===== src/rtl/gpio_port_pkg.sv =====
// Shared definitions for the GPIO port: register word addresses and
// a helper that tells mapped addresses from unmapped ones.
// Assumes a 3-bit word address on the register bus.
package gpio_port_pkg;

    localparam int ADDR_W = 3;

    // Word addresses of the port registers.
    typedef enum logic [ADDR_W-1:0] {
        RA_DIR   = 3'd0,   // direction, 1 = input
        RA_PORT  = 3'd1,   // sampled pads on read, latch on write
        RA_LAT   = 3'd2,   // output latch
        RA_ODRN  = 3'd3,   // open-drain enable
        RA_ANSEL = 3'd4    // analog select, 1 = pin reads as 0
    } reg_addr_e;

    localparam logic [ADDR_W-1:0] LAST_MAPPED = 3'd4;

    // Returns 1 when the address selects an existing register.
    function automatic logic addr_is_mapped(input logic [ADDR_W-1:0] a);
        return (a <= LAST_MAPPED);
    endfunction

endpackage


===== src/rtl/gpio_cfg_regs.sv =====
// Configuration register file of the GPIO port.
// Holds the direction, latch, open-drain and analog-select words.
// Assumes one write per cycle; a write to an unmapped address is dropped.
module gpio_cfg_regs
    import gpio_port_pkg::*;
#(
    parameter int W = 16
) (
    input  logic              clk,
    input  logic              rst_n,
    input  logic              wr_en,
    input  logic [ADDR_W-1:0] addr,
    input  logic [W-1:0]      wdata,
    output logic [W-1:0]      dir_q,
    output logic [W-1:0]      lat_q,
    output logic [W-1:0]      od_q,
    output logic [W-1:0]      ana_q
);

    // Reset values: all inputs, latch clear, push-pull, all analog.
    localparam logic [W-1:0] DIR_RST = '1;
    localparam logic [W-1:0] LAT_RST = '0;
    localparam logic [W-1:0] OD_RST  = '0;
    localparam logic [W-1:0] ANA_RST = '1;

    logic sel_dir, sel_lat, sel_od, sel_ana;

    // Decode which register a write targets.
    always_comb begin
        sel_dir = 1'b0;
        sel_lat = 1'b0;
        sel_od  = 1'b0;
        sel_ana = 1'b0;
        if (wr_en) begin
            case (reg_addr_e'(addr))
                RA_DIR:          sel_dir = 1'b1;
                RA_PORT, RA_LAT: sel_lat = 1'b1;
                RA_ODRN:         sel_od  = 1'b1;
                RA_ANSEL:        sel_ana = 1'b1;
                default:         ;
            endcase
        end
    end

    // Direction register.
    always_ff @(posedge clk) begin
        if (!rst_n)       dir_q <= DIR_RST;
        else if (sel_dir) dir_q <= wdata;
    end

    // Output latch, written from either the port or latch address.
    always_ff @(posedge clk) begin
        if (!rst_n)       lat_q <= LAT_RST;
        else if (sel_lat) lat_q <= wdata;
    end

    // Open-drain enable register.
    always_ff @(posedge clk) begin
        if (!rst_n)      od_q <= OD_RST;
        else if (sel_od) od_q <= wdata;
    end

    // Analog select register.
    always_ff @(posedge clk) begin
        if (!rst_n)       ana_q <= ANA_RST;
        else if (sel_ana) ana_q <= wdata;
    end

endmodule


===== src/rtl/gpio_pad_drv.sv =====
// Per-pin pad drive logic of the GPIO port.
// An output pin drives its latch bit in push-pull mode. In open-drain mode
// it only pulls low and releases the line for a latch bit of 1.
// Assumes the analog select has no effect on the drive path.
module gpio_pad_drv #(
    parameter int W = 16
) (
    input  logic [W-1:0] dir,
    input  logic [W-1:0] lat,
    input  logic [W-1:0] od,
    output logic [W-1:0] pad_oe,
    output logic [W-1:0] pad_out
);

    for (genvar i = 0; i < W; i++) begin : g_pin
        logic is_out;
        logic od_release;

        // Pin drives only when its direction bit selects output.
        assign is_out = ~dir[i];

        // An open-drain pin with a high latch bit lets the line float.
        assign od_release = od[i] & lat[i];

        // Enable and value seen by the pad.
        always_comb begin
            pad_oe[i]  = is_out & ~od_release;
            pad_out[i] = lat[i] & ~od[i];
        end
    end

endmodule


===== src/rtl/gpio_in_sample.sv =====
// Input sampling chain of the GPIO port.
// STAGES registers in series capture the pad levels. The read-back value
// lags the pads by STAGES clocks (one with the default).
// Assumes the pads are sampled on every clock with no enable.
module gpio_in_sample #(
    parameter int W      = 16,
    parameter int STAGES = 1
) (
    input  logic         clk,
    input  logic         rst_n,
    input  logic [W-1:0] pad_in,
    output logic [W-1:0] smp_q
);

    logic [W-1:0] stg [STAGES];

    for (genvar s = 0; s < STAGES; s++) begin : g_stage
        if (s == 0) begin : g_first
            // First stage captures the raw pad levels.
            always_ff @(posedge clk) begin
                if (!rst_n) stg[0] <= '0;
                else        stg[0] <= pad_in;
            end
        end else begin : g_next
            // Later stages pass the previous stage along.
            always_ff @(posedge clk) begin
                if (!rst_n) stg[s] <= '0;
                else        stg[s] <= stg[s-1];
            end
        end
    end

    assign smp_q = stg[STAGES-1];

endmodule


===== src/rtl/gpio_port16.sv =====
// Top of the sixteen-pin GPIO port.
// It joins the register file, the pad drive and the input sampling chain,
// and it returns read data in the same cycle through a multiplexer.
// Assumes a single-cycle bus: bus_sel with bus_wr high writes at the edge,
// and bus_sel with bus_wr low reads combinationally.
module gpio_port16
    import gpio_port_pkg::*;
#(
    parameter int NPINS       = 16,
    parameter int SYNC_STAGES = 1
) (
    input  logic              clk,
    input  logic              rst_n,
    input  logic              bus_sel,
    input  logic              bus_wr,
    input  logic [ADDR_W-1:0] bus_addr,
    input  logic [NPINS-1:0]  bus_wdata,
    output logic [NPINS-1:0]  bus_rdata,
    input  logic [NPINS-1:0]  pad_in,
    output logic [NPINS-1:0]  pad_oe,
    output logic [NPINS-1:0]  pad_out
);

    logic [NPINS-1:0] dir_q, lat_q, od_q, ana_q, smp_q;
    logic [NPINS-1:0] port_view;
    logic             wr_en;
    logic             rd_en;

    // Bus strobes.
    assign wr_en = bus_sel & bus_wr;
    assign rd_en = bus_sel & ~bus_wr & addr_is_mapped(bus_addr);

    gpio_cfg_regs #(.W(NPINS)) regs_i (
        .clk   (clk),
        .rst_n (rst_n),
        .wr_en (wr_en),
        .addr  (bus_addr),
        .wdata (bus_wdata),
        .dir_q (dir_q),
        .lat_q (lat_q),
        .od_q  (od_q),
        .ana_q (ana_q)
    );

    gpio_pad_drv #(.W(NPINS)) drv_i (
        .dir     (dir_q),
        .lat     (lat_q),
        .od      (od_q),
        .pad_oe  (pad_oe),
        .pad_out (pad_out)
    );

    gpio_in_sample #(.W(NPINS), .STAGES(SYNC_STAGES)) smp_i (
        .clk    (clk),
        .rst_n  (rst_n),
        .pad_in (pad_in),
        .smp_q  (smp_q)
    );

    // Analog-selected pins read as zero.
    assign port_view = smp_q & ~ana_q;

    // Read data multiplexer; idle and unmapped reads return zero.
    always_comb begin
        bus_rdata = '0;
        if (rd_en) begin
            case (reg_addr_e'(bus_addr))
                RA_DIR:   bus_rdata = dir_q;
                RA_PORT:  bus_rdata = port_view;
                RA_LAT:   bus_rdata = lat_q;
                RA_ODRN:  bus_rdata = od_q;
                RA_ANSEL: bus_rdata = ana_q;
                default:  bus_rdata = '0;
            endcase
        end
    end

endmodule


===== config.mk =====
export PLATFORM = sky130hd
export DESIGN_NAME = gpio_port16
export DESIGN_NICKNAME = d
export VERILOG_FILES = /design/src/rtl/gpio_port_pkg.sv /design/src/rtl/gpio_cfg_regs.sv /design/src/rtl/gpio_pad_drv.sv /design/src/rtl/gpio_in_sample.sv /design/src/rtl/gpio_port16.sv
export SDC_FILE = /design/constraint.sdc
export NUM_CORES = 1
export LEC_CHECK = 0
export ABC_AREA = 1
export BUFFER_PORTS_ARGS = -buffer_cell sky130_fd_sc_hd__buf_2
export CAP_MARGIN = 20
export CORE_MARGIN = 3
export CORE_UTILIZATION = 40
export DETAILED_ROUTE_END_ITERATION = 16
export PLACE_DENSITY = 0.68
export SLEW_MARGIN = 20
export SYNTH_ARGS = -nofsm -noshare
export SYNTH_HDL_FRONTEND = slang
export SYNTH_SLANG_ARGS = --single-unit

===== constraint.sdc =====
create_clock -name clk -period 3.7 [get_ports clk]
set_input_delay 0.74 -clock clk [delete_from_list [all_inputs] [get_ports clk]]
set_output_delay 0.74 -clock clk [all_outputs]
set_load 0.01 [all_outputs]

==> impl_metrics.ini <==
[status]
status = completed

[synth]
synthFlopType = dfxtp_1
synth_seq_cells = 80
synth.most_common_cell = nand2_1
synth_top_cell_by_area = dfxtp_1
synth_common_cells = 115 x nand2_1, 112 x nor2_1, 108 x nand3_1
synthArstFlopShare_pct = 0
netlist_instances = 603
netlist.area_leader.share_pct = 39.2
synth-edff-count = 0
synth.top_cells.by_area = dfxtp_1 39%, nand3_1 13%, nand2_1 11%
syn_area_mm2 = 0.00408
syn_nets = 642
synth_cell_types = 20
ys_seq_area_share_pct = 39.2
synth_area_per_cell_um2 = 6.77
yosysWarnings = 0

[drt]
drtIter0Drc = 255
num_vias = 4061
viasPerCell = 5.06
wire_per_inst_um = 13.8
final_antenna_net_count = 0
wl_mm = 11.1
drc_errors = 0
drt-pass1-iter-count = 6

[die]
die_y_um = 107
fp.dieArea_mm2 = 0.0115
row_count = 36
start_util_pct = 41.4
io-pin-count = 87
core-area_mm2 = 0.00986
die_x_um = 107

[clock_network]
cts_buffers = 9
clockBufferDepth = 2
post_cts_resized = 0
holdBufCountCts = 0
numClockSinks = 80
cts_tree = done
postCtsSetupBuffers = 0
clk_pin_slew_worst_paths_ns = 0.08
clock_latency_ns = 0.35
root_buffer = clkbuf_8
cts_max_level = 3

[timing]
relSlewSlack_pct = 50.7
setup_ws_ns = 0.710
drv_slew = 0
achievable-frequency_mhz = 334
finClkSkew_ns = 0
final_hold_viol_count = 0
setup_viol = 0
finalSetupTns_ns = 0
period_needed_ns = 2.99
post-route-period-util_pct = 80.8
worst_pin_slew_ns = 0.739
rsz0062_at_grt = false

[setup_path]
worstPathRequired_ns = 2.96
path_max_fanout = 20
crit_path_end_kind = primary output
start_kind = input port
crit_arrival_ns = 2.25
worstSetupPathType = in2out

[placement]
dpl_cell_area_mm2 = 0.00448
pre_cts_ws_ns = 0.721
gp_congestion = 0.823
hpwlAfterDp_mm = 7.35
io_buffers = 86
dp.cells = 786

[final_layout]
drive_gt1_share_pct = 19.3
area_growth_pct = 14.6
final_cells = 802
fin_util_pct = 47.5
antenna_cells = 0
final_area_mm2 = 0.00468
nets = 703

[power]
powerDensity_mw_per_mm2 = 381
peakVddDrop_mv = 0.178
p_leak_nw = 2.47

[flow_run]
cap_viol_max_count = 0

[grt]
grt-ovfl-total = 0
antenna_found_initial = 0
grt_max_degree = 36
grt_pass1_vias = 3808
grt_pass1_wl_mm = 18.4
track_usage_pct = 19.9

[min_path]
hold_class = reg2reg
[critical path: stages]
cell and delay [ns]:
buf_2 0.42, inv_2 0.22, o211ai_4 0.55, nor2_1 0.14, buf_2 0.17
[sequential cells by signal, indices dropped and copies added (netlist names)]
register and count:
regs_i.lat_q 16, smp_i.stg 16, regs_i.od_q 16, regs_i.dir_q 16
regs_i.ana_q 16
[metal layers]
metal | track usage [%] | part of all wire, % | vias up
li1 | - | - | 2057
met1 | 25.8 | 44 | 1816
met2 | 32.4 | 46 | 169
met3 | 3.61 | 7.7 | 19
met4 | 8.31 | 1.7 | 0
met5 | 0 | 0 | -
[where the power goes]
group	switching, mW	internal (mW)
clock	0.311	0.347
sequential	0.0198	0.888
combinational	0.148	0.0702
total	0.479	1.31
[path summary, 6_finish.rpt]
| check | from | endpoint | depth (start not counted) | slack, ns |
|---|---|---|---|---|
| min | regs_i.ana_q[4] | regs_i.ana_q[4] | 2 | 0.51 |
| max reg2reg | regs_i.dir_q[5] | regs_i.dir_q[5] | 2 | 3.03 |
| max | bus_addr[2] | bus_rdata[4] | 5 | 0.71 |
| min reg2reg | regs_i.ana_q[4] | regs_i.ana_q[4] | 2 | 0.51 |
[area by class of cell]
class | count | area [um^2]
multi-input combinational | 412 | 1980
fill | 1033 | 5180
clock inverter | 3 | 40.0
timing repair buffer | 92 | 475
clock buffer | 13 | 159
sequential | 80 | 1600
tap | 133 | 166
inverter | 69 | 259
[logic make-up after synthesis]
family	share of synthesized area, %
flip-flops	39.2
buffers and inverters	12.3
AO/OA/AOI/OAI	11.6
AND/OR/NAND/NOR	36.9
[stage by stage]
step	hold slack, ns	power, mW
2_1_floorplan	0.462	1.08
3_3_place_gp	0.474	1.14
3_5_place_dp	0.485	1.15
4_1_cts	0.505	1.80
5_1_grt	0.531	1.86
6_report	0.508	1.78
[layout by cell type (no fill, tap or decap), types with 2 or more instances in the layout]
master,Yosys,routed
nand3_2,3,3
dfxtp_1,80,80
clkinv_2,0,2
nor2_4,3,3
inv_2,4,4
clkbuf_8,0,11
buf_4,8,6
nand2_1,115,115
clkbuf_1,11,2
a21oi_1,32,32
nand4_1,4,4
o211ai_2,10,10
o211ai_1,22,22
buf_2,15,86
nand3_1,108,108
inv_1,65,65
nor2_1,112,112
(Power assumes the default switching activity.)
